[src/rtl/irq_latch_pkg.sv]
package irq_latch_pkg;
  localparam int WR_W   = 7;
  localparam int RD_W   = 7;
  localparam int NUM_EV = 6;
  localparam int NUM_LT = 5;

  typedef enum logic [1:0] {
    SRC_NONE   = 2'b00,
    SRC_HALF   = 2'b01,
    SRC_SCAN   = 2'b10,
    SRC_NEMPTY = 2'b11
  } src_sel_e;

  // event vector positions
  localparam int EV_NEMPTY = 0;
  localparam int EV_HALF   = 1;
  localparam int EV_SCAN   = 2;
  localparam int EV_ACQ    = 3;
  localparam int EV_BURST  = 4;
  localparam int EV_FULL   = 5;

  // latch vector positions
  localparam int LT_ACQ    = 0;
  localparam int LT_GEN    = 1;
  localparam int LT_BURST  = 2;
  localparam int LT_NEMPTY = 3;
  localparam int LT_FULL   = 4;

  // write word fields
  localparam int WB_GEN_EN  = 2;
  localparam int WB_ACQ_EN  = 3;
  localparam int WB_CLR_ACQ = 4;
  localparam int WB_CLR_GEN = 5;
  localparam int WB_CLR_FUL = 6;

  // read word fields
  localparam int RB_ACQ    = 0;
  localparam int RB_GEN    = 1;
  localparam int RB_BURST  = 2;
  localparam int RB_HALF   = 3;
  localparam int RB_NEMPTY = 4;
  localparam int RB_NE_LT  = 5;
  localparam int RB_FULL   = 6;
endpackage

[src/rtl/irq_edge_bank.sv]
module irq_edge_bank #(
  parameter int N = 6
) (
  input  logic         clk,
  input  logic         rst_n,
  input  logic [N-1:0] lvl_i,
  output logic [N-1:0] rise_o
);
  logic [N-1:0] prev_q;

  for (genvar g = 0; g < N; g++) begin : g_edge
    always_ff @(posedge clk) begin
      if (!rst_n) prev_q[g] <= 1'b0;
      else        prev_q[g] <= lvl_i[g];
    end
    assign rise_o[g] = lvl_i[g] & ~prev_q[g];
  end
endmodule

[src/rtl/irq_sticky_bank.sv]
module irq_sticky_bank #(
  parameter int N = 5
) (
  input  logic         clk,
  input  logic         rst_n,
  input  logic [N-1:0] set_i,
  input  logic [N-1:0] clr_i,
  output logic [N-1:0] hold_o
);
  for (genvar g = 0; g < N; g++) begin : g_bit
    always_ff @(posedge clk) begin
      if (!rst_n)        hold_o[g] <= 1'b0;
      else if (set_i[g]) hold_o[g] <= 1'b1;   // set beats clear
      else if (clr_i[g]) hold_o[g] <= 1'b0;
    end
  end
endmodule

[src/rtl/irq_cfg_reg.sv]
module irq_cfg_reg
  import irq_latch_pkg::*;
(
  input  logic            clk,
  input  logic            rst_n,
  input  logic            wr_en_i,
  input  logic [WR_W-1:0] wr_data_i,
  output src_sel_e        sel_o,
  output logic            gen_en_o,
  output logic            acq_en_o,
  output logic            clr_acq_o,
  output logic            clr_gen_o,
  output logic            clr_full_o
);
  always_ff @(posedge clk) begin
    if (!rst_n) begin
      sel_o    <= SRC_NONE;
      gen_en_o <= 1'b0;
      acq_en_o <= 1'b0;
    end else if (wr_en_i) begin
      sel_o    <= src_sel_e'(wr_data_i[1:0]);
      gen_en_o <= wr_data_i[WB_GEN_EN];
      acq_en_o <= wr_data_i[WB_ACQ_EN];
    end
  end

  // strobes exist only during the write cycle
  assign clr_acq_o  = wr_en_i & wr_data_i[WB_CLR_ACQ];
  assign clr_gen_o  = wr_en_i & wr_data_i[WB_CLR_GEN];
  assign clr_full_o = wr_en_i & wr_data_i[WB_CLR_FUL];
endmodule

[src/rtl/irq_latch_ctrl.sv]
module irq_latch_ctrl
  import irq_latch_pkg::*;
(
  input  logic            clk,
  input  logic            rst_n,
  input  logic            fifo_not_empty_i,
  input  logic            fifo_half_full_i,
  input  logic            fifo_full_i,
  input  logic            scan_done_i,
  input  logic            acq_done_i,
  input  logic            burst_done_i,
  input  logic            burst_mode_i,
  input  logic            wr_en_i,
  input  logic [WR_W-1:0] wr_data_i,
  output logic [RD_W-1:0] rd_data_o,
  output logic            irq_o
);
  logic [NUM_EV-1:0] ev_lvl, ev_rise;
  logic [NUM_LT-1:0] lt_set, lt_clr, lt_q;
  src_sel_e          cfg_sel;
  logic              cfg_gen_en, cfg_acq_en;
  logic              clr_acq, clr_gen, clr_full;
  logic              gen_src_rise;

  always_comb begin
    ev_lvl            = '0;
    ev_lvl[EV_NEMPTY] = fifo_not_empty_i;
    ev_lvl[EV_HALF]   = fifo_half_full_i;
    ev_lvl[EV_SCAN]   = scan_done_i;
    ev_lvl[EV_ACQ]    = acq_done_i;
    ev_lvl[EV_BURST]  = burst_done_i;
    ev_lvl[EV_FULL]   = fifo_full_i;
  end

  irq_edge_bank #(.N(NUM_EV)) u_edge (
    .clk(clk), .rst_n(rst_n), .lvl_i(ev_lvl), .rise_o(ev_rise)
  );

  irq_cfg_reg u_cfg (
    .clk(clk), .rst_n(rst_n), .wr_en_i(wr_en_i), .wr_data_i(wr_data_i),
    .sel_o(cfg_sel), .gen_en_o(cfg_gen_en), .acq_en_o(cfg_acq_en),
    .clr_acq_o(clr_acq), .clr_gen_o(clr_gen), .clr_full_o(clr_full)
  );

  always_comb begin
    unique case (cfg_sel)
      SRC_NEMPTY: gen_src_rise = ev_rise[EV_NEMPTY];
      SRC_HALF:   gen_src_rise = ev_rise[EV_HALF];
      SRC_SCAN:   gen_src_rise = ev_rise[EV_SCAN];
      default:    gen_src_rise = 1'b0;
    endcase
  end

  always_comb begin
    lt_set            = '0;
    lt_set[LT_ACQ]    = ev_rise[EV_ACQ];
    lt_set[LT_GEN]    = gen_src_rise & cfg_gen_en;
    lt_set[LT_BURST]  = ev_rise[EV_BURST] & burst_mode_i;
    lt_set[LT_NEMPTY] = ev_rise[EV_NEMPTY];
    lt_set[LT_FULL]   = ev_rise[EV_FULL];
    lt_clr            = '0;
    lt_clr[LT_ACQ]    = clr_acq;
    lt_clr[LT_BURST]  = clr_acq;
    lt_clr[LT_GEN]    = clr_gen;
    lt_clr[LT_NEMPTY] = clr_gen;
    lt_clr[LT_FULL]   = clr_full;
  end

  irq_sticky_bank #(.N(NUM_LT)) u_sticky (
    .clk(clk), .rst_n(rst_n), .set_i(lt_set), .clr_i(lt_clr), .hold_o(lt_q)
  );

  always_comb begin
    rd_data_o            = '0;
    rd_data_o[RB_ACQ]    = lt_q[LT_ACQ];
    rd_data_o[RB_GEN]    = lt_q[LT_GEN];
    rd_data_o[RB_BURST]  = lt_q[LT_BURST];
    rd_data_o[RB_HALF]   = fifo_half_full_i;
    rd_data_o[RB_NEMPTY] = fifo_not_empty_i;
    rd_data_o[RB_NE_LT]  = lt_q[LT_NEMPTY];
    rd_data_o[RB_FULL]   = lt_q[LT_FULL];
  end

  assign irq_o = (lt_q[LT_GEN] & cfg_gen_en) | (lt_q[LT_ACQ] & cfg_acq_en);
endmodule

[config.mk]
export PLATFORM = sky130hd
export DESIGN_NAME = irq_latch_ctrl
export DESIGN_NICKNAME = d
export VERILOG_FILES = /design/src/rtl/irq_latch_pkg.sv /design/src/rtl/irq_edge_bank.sv /design/src/rtl/irq_sticky_bank.sv /design/src/rtl/irq_cfg_reg.sv /design/src/rtl/irq_latch_ctrl.sv
export SDC_FILE = /design/constraint.sdc
export NUM_CORES = 1
export LEC_CHECK = 0
export ABC_CLOCK_PERIOD_IN_PS = 3000
export BUFFER_PORTS_ARGS = -buffer_cell sky130_fd_sc_hd__buf_2
export CAP_MARGIN = 5
export CORE_UTILIZATION = 43
export DETAILED_ROUTE_END_ITERATION = 7
export HOLD_SLACK_MARGIN = 0.02
export PLACE_DENSITY_LB_ADDON = 0.12
export SYNTH_ARGS = -nofsm -noshare
export SYNTH_HDL_FRONTEND = slang
export SYNTH_SLANG_ARGS = --single-unit
[constraint.sdc]
create_clock -name clk -period 3 [get_ports clk]
set_clock_uncertainty 0.15 [all_clocks]
set_input_delay 0 -clock clk [delete_from_list [all_inputs] [get_ports clk]]
set_output_delay 0 -clock clk [all_outputs]
set_load 0.01 [all_outputs]
# Word level (Yosys, flattened, before mapping)
# Cells that the tools add are included.
[totals]
ff_bits = 15
output_inout_bits = 8
elab_cells = 51
[classes]
n_eq_ne = 3
mux = 9
bitwise_logic = 20
reduce_logical = 5
[ops]
columns = ["cell", "count"]
rows = [
  ["1-bit AND", 13],
  ["2-bit nonzero test", 5],
  ["1-bit 2-to-1 mux", 8],
  ["1-bit NOT", 6],
  ["2-bit equality test, second input constant", 2],
  ["1-bit case mux with 3 select lines", 1],
  ["2-bit by 1-bit equality test with 1-bit output, second input constant", 1],
  ["1-bit bitwise OR", 1],
]

# Depth between registers and ports, before layout
# Gate-level depths: netlist of run 1.
[logic_depth]
ltp_word = 5
mapped_depth = 4
ltp_nobuf = 3

# Hierarchy
# Synthesis of run 1 repeated with hierarchy kept, for this count alone.
[hier_totals]
cells_unflattened = 57
area_unflattened_um2 = 641.9
[by_module_without_submodules]
columns = ["module", "instances", "cells_each", "area_per_inst_um2", "seq_area_each_um2"]
rows = [
  ["irq_sticky_bank", 1, 15, 206.4, 100.1],
  ["irq_edge_bank", 1, 18, 195.2, 120.1],
  ["irq_cfg_reg", 1, 16, 178.9, 80.1],
  ["irq_latch_ctrl", 1, 8, 61.3, 0.0],
]

# Least setup slack after synthesis of run 1
# No wires, ideal clock.
[synth_path]
path_type = "reg-to-reg"
startpoint = "reg u_cfg.sel_o[1]"
endpoint = "reg u_sticky.hold_o[1]"
setup_ns = 0.123
arrival_ns = 0.781
path_slack_ns = 1.947
path_stages_with_launch = 4
cell_sequence = "dfxtp_1 > and4bb_1 > o31ai_1 > a21boi_1"
[synth_via]
elab_chain_len = 4
elab_cells_between_ends = 7
cone_classes = "eq/ne: 3; mux: 2; bitwise: 1; reduce/logical: 1"
[synth_lines]
columns = ["element", "line", "text"]
rows = [
  ["from (decl)", "irq_cfg_reg.sv:8", "output src_sel_e sel_o,"],
  ["from (signal assigned)", "irq_cfg_reg.sv:21", "sel_o <= src_sel_e'(wr_data_i[1:0]);"],
  ["2-bit equality test / 2-bit by 1-bit equality test with 1-bit output (equally long branches)", "irq_latch_ctrl.sv:46", "unique case (cfg_sel)"],
  ["1-bit case mux with 3 select lines *", "irq_latch_ctrl.sv:46", ""],
  ["1-bit AND *", "irq_latch_ctrl.sv:57", "lt_set[LT_GEN] = gen_src_rise & cfg_gen_en;"],
  ["1-bit 2-to-1 mux / 2-bit nonzero test (equally long branches)", "n/a", ""],
  ["to (signal, indexed assignment)", "irq_sticky_bank.sv:12", "if (!rst_n) hold_o[g] <= 1'b0;"],
  ["to (signal, indexed assignment)", "irq_sticky_bank.sv:13", "else if (set_i[g]) hold_o[g] <= 1'b1;"],
  ["to (signal, indexed assignment)", "irq_sticky_bank.sv:14", "else if (clr_i[g]) hold_o[g] <= 1'b0;"],
  ["to (decl)", "irq_sticky_bank.sv:8", "output logic [N-1:0] hold_o"],
]
# Mark *: on every way between the ends. The rest lies on a longest branch, timed or not.
# A chain may end at the register's enable or synchronous reset.

# Worst setup path after layout of run 1
[layout_path]
startpoint = "in wr_data_i[5]"
endpoint = "reg u_sticky.hold_o[1]"
[layout_via]
elab_chain_len = 2
[layout_lines]
columns = ["element", "line", "text"]
rows = [
  ["from (decl)", "irq_latch_ctrl.sv:14", "input logic [WR_W-1:0] wr_data_i,"],
  ["1-bit AND", "irq_cfg_reg.sv:29", "assign clr_gen_o = wr_en_i & wr_data_i[WB_CLR_GEN];"],
  ["2-bit nonzero test (no line)", "n/a", ""],
]
# No other way between the ends.

==> flow_metrics.env, run 1 <==
export IMPL_core_area_um2=1170
export IMPL_status="completed"
export IMPL_dieArea_um2=1480
export IMPL_root_buffer="clkbuf_4"
export IMPL_fin_crit_ns=2.03
export IMPL_dr_pass1_iters=4
export IMPL_cts_resized=0
export IMPL_leakage_nw=0.507
export IMPL_grt_pass1_vias=647
export IMPL_hp_class="in2reg"
export IMPL_hold_slack_ns=0.0608
export IMPL_hpwl_um=678
export IMPL_die_h_um=38.5
export IMPL_path_class="in2reg"
export IMPL_reg2reg_depth=4
export IMPL_path_common_cell="dlygate4sd3_1"
export IMPL_synth_edf_count=0
export IMPL_hold_violations=0
export IMPL_initial_utilization=0.488
export IMPL_final_max_slew_viol_count=0
export IMPL_n_antenna_cell=0
export IMPL_ys_top_cells_by_area="dfxtp_1 (53%), nor2b_1 (11%), mux2i_1 (7.0%), and2_1 (6.6%), and4bb_1 (4.4%)"
export IMPL_synth_nets=72
export IMPL_endpoint_kind="register"
export IMPL_grt_util_all_layers=0.301
export IMPL_final_setup_viol_count=0
export IMPL_ant_nets=0
export IMPL_yosys_area_top_type="dfxtp_1"
export IMPL_clock_sinks=15
export IMPL_cpPeakStageDelay_ns=0.57
export IMPL_htreeDepth=1
export IMPL_ys_types=16
export IMPL_hold_depth=4
export IMPL_cts_tree="yes"
export IMPL_reg2reg_setup_slack_ns=1.03
export IMPL_path_cells="dlygate4sd3_1 > buf_2 > nand2_1 > dlygate4sd3_1 > nand2_1 > a21boi_1 > dlygate4sd3_1"
export IMPL_pin_count=25
export IMPL_drt_drc_violations_left=0
export IMPL_vias=626
export IMPL_synth_most_common_cell="dfxtp_1"
export IMPL_cp_required_ns=3.07
export IMPL_via_per_inst=4.93
export IMPL_rsz0062_at_grt="false"
export IMPL_insertion_delay_ns=0.28
export IMPL_synth_warnings=0
export IMPL_wl_per_cell_um=14.7
export IMPL_clockBufferDepth=2
export IMPL_clk_pin_slew_ns=0.08
export IMPL_finalWirelength_um=1860
export IMPL_synthesis_area_um2=572
export IMPL_slowest_stage="dlygate4sd3_1"
export IMPL_drv_cap=0
export IMPL_crit_fanout=2
export IMPL_grt_antenna_before_repair=0
export IMPL_drive_above_1_share=0.239
export IMPL_crit_path_start_kind="input port"
export IMPL_first_iter_violations=9
export IMPL_fin_setup_tns_ns=0
export IMPL_grt_max_degree=16
export IMPL_post_cts_repair_setup_buffers=0
export IMPL_finalCritPeriodShare=0.676
export IMPL_p_total_mw=0.418
export IMPL_power_density_nw_per_um2=397
export IMPL_fillers=56
export IMPL_dieWidth_um=38.5
export IMPL_cts_buffers=3
export IMPL_synth_seq_cells=15
export IMPL_worstMarginPinSlew_ns=0.241
export IMPL_grt_pass1_wl_um=2920
export IMPL_ys_async_sr_fraction=0
export IMPL_cts_hold_buf=34
export IMPL_area_growth_pct=84.0
export IMPL_fmax_mhz=493
export IMPL_netlist_area_leader_share=0.525
export IMPL_io_buffers=24
export IMPL_finalNetCount=131
export IMPL_arrival_ns=2.10
export IMPL_max_slew_margin_rel=0.838
export IMPL_syn_avg_cell_area_um2=10.4
export IMPL_synthCells=55
export IMPL_grt_overflow=0
export IMPL_gp_congestion=0.644
export IMPL_yosys_top_cells_count="dfxtp_1 (15), nor2b_1 (10), and2_1 (6)"
export IMPL_yosysSeqAreaShare=0.525
export IMPL_rows=12
export IMPL_vdd_drop_max_mv=0.407
export IMPL_synth_main_ff_cell="dfxtp_1"
[cell families (layout without fill, tap and decap cells)]
kind of cell / count (synthesis) / after routing / synth area share
flops: 15 / 15 / 0.525
buf+inv: 4 / 62 / 0.0416
mux: 4 / 4 / 0.0700
compound gates: 7 / 7 / 0.0810
simple gates: 25 / 25 / 0.282
[per-stage QoR]
step,worst slack [ns],util,cells,area [um^2]
finish,0.973,0.899,127,1050
global placement,1.91,0.585,89,686
CTS,1.09,0.899,127,1050
detailed placement,1.90,0.585,89,686
global route,0.936,0.899,127,1050
floorplan,1.95,-,55,572
[flip-flops by register name, summed over array words and instances (netlist names)]
register and count:
u_sticky.hold_o 5, u_edge.prev_q 6, u_cfg.acq_en_o 1, u_cfg.sel_o 2, u_cfg.gen_en_o 1
[power breakdown]
part / internal (mW) / switching (mW) / total, mW
Sequential: 0.211 / 0.00702 / 0.218
Clock: 0.0515 / 0.0639 / 0.115
Combinational: 0.0549 / 0.0298 / 0.0847
[worst paths after layout]
check	startpoint	end
max	wr_data_i[5]	u_sticky.hold_o[1]
min	wr_en_i	u_sticky.hold_o[3]
max reg2reg	u_cfg.gen_en_o	u_cfg.gen_en_o
min reg2reg	u_sticky.hold_o[3]	u_sticky.hold_o[3]
[metal layers]
| metal | vias to the layer above | global-route usage | share of wire |
|---|---|---|---|
| met4 | 0 | 0.112 | 0.024 |
| met2 | 25 | 0.542 | 0.49 |
| met5 | - | 0 | 0 |
| met1 | 295 | 0.336 | 0.46 |
| li1 | 300 | - | - |
| met3 | 6 | 0.0756 | 0.029 |
[area by class of cell]
class	count	area [um^2]	share of cell area
clock buffer	4	26.3	0.0250
multi-input combinational	36	248	0.235
sequential	15	300	0.285
tap	14	17.5	0.0166
timing repair buffer	58	460	0.438
[worst max-delay path, delay by kind of cell]
kind	cells	cell delay (ns)
buffers and inverters	4	1.78
AO/OA/AOI/OAI	1	0.16
AND/OR/NAND/NOR	2	0.15
[cell usage in the layout (no fill, tap or decap)]
| cell type | netlist | final |
|---|---|---|
| a21boi_1 | 1 | 1 |
| dfxtp_1 | 15 | 15 |
| buf_2 | 1 | 24 |
| mux2i_1 | 4 | 4 |
| o31ai_1 | 1 | 1 |
| a22o_1 | 1 | 1 |
| nand3b_1 | 1 | 1 |
| and4bb_1 | 2 | 2 |
| a21oi_1 | 3 | 3 |
| dlygate4sd3_1 | 0 | 34 |
| clkbuf_4 | 0 | 3 |
| clkbuf_1 | 1 | 1 |
| and2_1 | 6 | 6 |
| nor2b_1 | 10 | 10 |
| a21boi_0 | 1 | 1 |
| and4b_1 | 1 | 1 |
| nand2_1 | 5 | 5 |
No activity file was read; power rests on OpenSTA's default activity.
==> run 2, diff against run 1 <==
Settings changed: ABC_CLOCK_PERIOD_IN_PS 3000 to 1750, CORE_UTILIZATION 43 to 39.
Clock period 3 ns to 1.75 ns, I/O delays scaled along.
==> run 2 against run 1 <==
  * Worst setup slack lost 0.70 ns
  * Clock-buffer cell count is the same
  * Flip-flop and latch count is the same
  * Non-clock buffer count shrank 5
  * Die area grew 9.7%
  * Critical endpoint is now u_sticky.hold_o[3]
  * Largest power group unchanged
  * Highest routed layer is now met3
==> flow_metrics.env, run 2 (synthesis gave the netlist of run 1 again) <==
export IMPL_grt_util_all_layers=0.186
export IMPL_ant_nets=0
export IMPL_cp_required_ns=1.77
export IMPL_pin_count=25
export IMPL_drive_above_1_share=0.250
export IMPL_htreeDepth=1
export IMPL_clk_pin_slew_ns=0.08
export IMPL_max_slew_margin_rel=0.866
export IMPL_dr_pass1_iters=4
export IMPL_power_density_nw_per_um2=687
export IMPL_rsz0062_at_grt="false"
export IMPL_cts_buffers=3
export IMPL_cts_tree="yes"
export IMPL_endpoint_kind="register"
export IMPL_final_cell_mix="dlygate4sd3_1 (29), buf_2 (24), dfxtp_1 (15), nor2b_1 (10), and2_1 (6)"
export IMPL_initial_utilization=0.429
export IMPL_rows=13
export IMPL_multi_input_area_um2=248
export IMPL_clockBufferDepth=2
export IMPL_hp_class="in2reg"
export IMPL_startpoint="fifo_not_empty_i"
export IMPL_fillers=112
export IMPL_final_max_slew_viol_count=0
export IMPL_reg_top3="u_edge.prev_q (6), u_sticky.hold_o (5), u_cfg.sel_o (2)"
export IMPL_fin_crit_ns=1.48
export IMPL_layout_commonest_cell="dlygate4sd3_1"
export IMPL_min_from="wr_en_i"
export IMPL_fin_setup_tns_ns=0
export IMPL_finalNetCount=126
export IMPL_largest_register_ffs=6
export IMPL_vias=553
export IMPL_clock_sinks=15
export IMPL_first_iter_violations=9
export IMPL_drv_cap=0
export IMPL_finalCritPeriodShare=0.846
export IMPL_grt_antenna_before_repair=0
export IMPL_via_per_inst=4.50
export IMPL_crit_path_start_kind="input port"
export IMPL_arrival_ns=1.50
export IMPL_cp_top_family="buffers and inverters"
export IMPL_io_buffers=24
export IMPL_path_class="in2reg"
export IMPL_fmax_mhz=676
export IMPL_timing_rr_start="u_cfg.sel_o[0]"
export IMPL_wl_per_cell_um=11.0
export IMPL_area_growth_pct=75.5
export IMPL_grt_max_degree=16
export IMPL_final_setup_viol_count=0
export IMPL_worst_slack_ns=0.270
export IMPL_cpPeakStageDelay_ns=0.56
export IMPL_grt_pass1_vias=484
export IMPL_crit_fanout=4
export IMPL_dp_worst_setup_slack_ns=0.651
export IMPL_dieArea_um2=1620
export IMPL_leakage_nw=0.474
export IMPL_die_h_um=40.3
export IMPL_gp_congestion=0.668
export IMPL_drt_drc_violations_left=0
export IMPL_post_cts_repair_setup_buffers=0
export IMPL_path_cells="dlygate4sd3_1 > buf_2 > nor2b_1 > a21oi_1 > nor2b_1 > dlygate4sd3_1"
export IMPL_insertion_delay_ns=0.28
export IMPL_largest_register="u_edge.prev_q"
export IMPL_finalWirelength_um=1350
export IMPL_core_area_um2=1330
export IMPL_grt_overflow=0
export IMPL_seqCellArea_um2=300
export IMPL_status="completed"
export IMPL_worstMarginPinSlew_ns=0.199
export IMPL_slowest_stage="dlygate4sd3_1"
export IMPL_hold_violations=0
export IMPL_dieWidth_um=40.3
export IMPL_path_buf_inv=3
export IMPL_root_buffer="clkbuf_4"
export IMPL_grt_pass1_wl_um=1870
export IMPL_n_antenna_cell=0
export IMPL_vdd_drop_max_mv=0.538
==> run 2: cell count changes in the layout (fill, tap and decap cells not counted) <==
| cell | before | now |
|---|---|---|
| dlygate4sd3_1 | 34 | 29 |
==> run 2: layout make-up <==
cell class | instances | share of cell area
multi-input combinational | 36 | 0.247
sequential | 15 | 0.299
clock buffer | 4 | 0.0262
tap | 15 | 0.0187
timing repair buffer | 53 | 0.409
==> run 2: metrics by stage <==
stage / util / power (mW) / instances / instance area [um^2] / hold WS (ns)
5_1_grt: 0.752 / 0.731 / 123 / 1000 / 0.0698
4_1_cts: 0.752 / 0.693 / 123 / 1000 / 0.0359
3_5_place_dp: 0.515 / 0.451 / 90 / 687 / 0.0650
2_1_floorplan: - / 0.420 / 55 / 572 / -0.0582
3_3_place_gp: 0.515 / 0.450 / 90 / 687 / 0.0616
6_report: 0.752 / 0.689 / 123 / 1000 / 0.0511
==> run 2: final timing paths <==
kind	to	slack, ns	cells after the start
max reg2reg	u_cfg.sel_o[0]	0.39	3
max	u_sticky.hold_o[3]	0.27	6
min	u_sticky.hold_o[0]	0.05	4
min reg2reg	u_sticky.hold_o[1]	0.34	2
==> run 2: what timing repair did <==
| action | CTS | global route |
|---|---|---|
| gates resized for setup | 0 | 0 |
| hold endpoints to repair | 15 | 0 |
| hold buffers | 29 | 0 |
==> run 2: tightest hold or removal path: stages <==
cell and delay (ns):
buf_2 0.17, nand2_1 0.12, a21oi_1 0.07, nor2b_1 0.09
==> run 2: layer usage <==
metal  vias up  GRT usage  share of wire
met3         0      0.100          0.050
li1        288          -              -
met5         -          0              0
met2        16      0.363           0.53
met1       249      0.161           0.42
met4         0     0.0500              0
==> run 2: power by group <==
part	total (mW)	internal, mW	switching (mW)	leakage (nW)
combinational	0.128	0.0863	0.0421	0.335
clock	0.190	0.0884	0.101	0.0150
sequential	0.371	0.361	0.0103	0.124
==> run 3, diff against run 2 <==
Settings changed: ABC_CLOCK_PERIOD_IN_PS 1750 to 1300.
Clock period 1.75 ns to 1.3 ns, I/O delays scaled along.
==> run 3 against run 2 <==
  * Clock power up 34%
  * Sequential power is 34% higher
  * First-iteration DRC count down 89%
  * Power is 30% higher
  * Clock-buffer cell count unchanged
  * Hold slack improved by 0.26 ns
  * Non-clock buffer count fell by 11
  * Die area unchanged
  * Core utilization down 7.9 points
  * Routed wire length fell by 15%
  * Global-route usage shrank 1.2 points
  * Cell count down 8.9%
==> flow_metrics.env, run 3 (synthesis gave the netlist of run 1 again) <==
export IMPL_first_iter_violations=1
export IMPL_r2r_end="u_sticky.hold_o[1]"
export IMPL_grt_antenna_before_repair=0
export IMPL_via_per_inst=4.47
export IMPL_clockBufferDepth=2
export IMPL_io_buffers=24
export IMPL_cts_tree="yes"
export IMPL_grt_util_all_layers=0.174
export IMPL_reg2reg_depth=3
export IMPL_crit_fanout=2
export IMPL_core_area_um2=1330
export IMPL_finalCritPeriodShare=0.995
export IMPL_drv_cap=0
export IMPL_hp_class="reg2reg"
export IMPL_ant_nets=0
export IMPL_n_antenna_cell=0
export IMPL_cts_buffers=3
export IMPL_max_slew_margin_rel=0.788
export IMPL_layout_commonest_cell="buf_2"
export IMPL_drt_drc_violations_left=0
export IMPL_worstHoldEndpoint="u_sticky.hold_o[2]"
export IMPL_post_cts_repair_setup_buffers=0
export IMPL_path_cells="dlygate4sd3_1 > buf_2 > and2_1 > dlygate4sd3_1"
export IMPL_rsz0062_at_grt="false"
export IMPL_crit_path_start_kind="input port"
export IMPL_min_from="u_sticky.hold_o[2]"
export IMPL_worstMarginPinSlew_ns=0.316
export IMPL_drive_above_1_share=0.268
export IMPL_path_buf_inv=3
export IMPL_cpPeakStageDelay_ns=0.54
export IMPL_rows=13
export IMPL_grt_pass1_wl_um=1730
export IMPL_largest_register="u_edge.prev_q"
export IMPL_vdd_drop_max_mv=0.677
export IMPL_path_common_cell="dlygate4sd3_1"
export IMPL_largest_register_ffs=6
export IMPL_area_growth_pct=57.1
export IMPL_initial_utilization=0.429
export IMPL_grt_overflow=0
export IMPL_insertion_delay_ns=0.28
export IMPL_reg_top3="u_edge.prev_q (6), u_sticky.hold_o (5), u_cfg.sel_o (2)"
export IMPL_pin_count=25
export IMPL_final_max_slew_viol_count=0
export IMPL_status="completed"
export IMPL_leakage_nw=0.426
export IMPL_reg2reg_setup_slack_ns=0.18
export IMPL_endpoint_kind="register"
export IMPL_slowest_stage="dlygate4sd3_1"
export IMPL_fmax_mhz=773
export IMPL_final_cell_mix="buf_2 (23), dlygate4sd3_1 (19), dfxtp_1 (15), nor2b_1 (10), and2_1 (6)"
export IMPL_p_total_mw=0.893
export IMPL_grt_pass1_vias=441
export IMPL_fillers=115
export IMPL_dieArea_um2=1620
export IMPL_power_density_nw_per_um2=994
export IMPL_timing_rr_start="u_cfg.sel_o[1]"
export IMPL_fin_crit_ns=1.29
export IMPL_cp_top_family="buffers and inverters"
export IMPL_finalWirelength_um=1150
export IMPL_clock_sinks=15
export IMPL_vias=501
export IMPL_die_h_um=40.3
export IMPL_arrival_ns=1.32
export IMPL_dr_pass1_iters=2
export IMPL_cp_required_ns=1.32
export IMPL_root_buffer="clkbuf_4"
export IMPL_grt_max_degree=12
export IMPL_clk_pin_slew_ns=0.08
export IMPL_path_class="in2reg"
export IMPL_htreeDepth=1
export IMPL_finalNetCount=115
export IMPL_fin_setup_tns_ns=0
export IMPL_dieWidth_um=40.3
export IMPL_hold_violations=0
export IMPL_hold_depth=2
export IMPL_final_setup_viol_count=0
export IMPL_cts_resized=0
export IMPL_wl_per_cell_um=10.3
export IMPL_gp_congestion=0.668
-- run 3: worst max-delay path by stage --
stage	from	endpoint	slack, ns	cells past startpoint
after floorplan	u_cfg.sel_o[1]	u_sticky.hold_o[1]	0.25	3
after global placement	u_cfg.sel_o[1]	u_sticky.hold_o[1]	0.21	3
final	burst_done_i	u_edge.prev_q[4]	0.007	4
after global routing	burst_done_i	u_edge.prev_q[4]	0.01	4
after CTS	acq_done_i	u_edge.prev_q[3]	0.01	4
after detailed placement	u_cfg.sel_o[0]	u_sticky.hold_o[1]	0.20	3
-- run 3: worst min-delay path, stage by stage (launching register included) --
cell      delay [ns]
dfxtp_1         0.31
nand2_1         0.05
a21boi_0        0.06
-- run 3: through the flow --
| stage | hold WS [ns] | utilization | instances | setup slack [ns] | instance area (um^2) |
|---|---|---|---|---|---|
| global placement | 0.0616 | 0.515 | 90 | 0.211 | 687 |
| finish | 0.312 | 0.674 | 112 | 0.00661 | 898 |
| CTS | 0.315 | 0.685 | 114 | 0.00963 | 913 |
| detailed placement | 0.0650 | 0.515 | 90 | 0.201 | 687 |
| floorplan | -0.0582 | - | 55 | 0.247 | 572 |
| global route | 0.343 | 0.674 | 112 | 0.0115 | 898 |
-- run 3: report_power, final --
part,switching [mW],internal [mW]
combinational,0.0499,0.0906
clock,0.135,0.119
sequential,0.0125,0.486
total,0.198,0.695
-- run 3: routing by layer --
layer | vias to the layer above | global-route usage | part of all wire
met2 | 16 | 0.298 | 0.48
met5 | - | 0 | 0
met4 | 0 | 0.0500 | 0
met3 | 0 | 0.100 | 0.053
li1 | 266 | - | -
met1 | 219 | 0.179 | 0.46
-- run 3: layout make-up --
cell class                 instances  area, um^2  area share
timing repair buffer              42         305       0.340
sequential                        15         300       0.334
multi-input combinational         36         248       0.276
clock buffer                       4        26.3      0.0292
tap                               15        18.8      0.0209
-- run 3: timing repair --
action | CTS | global route
hold buffers | 20 | 1
setup endpoints to repair | 0 | 3
hold endpoints to repair | 15 | 2
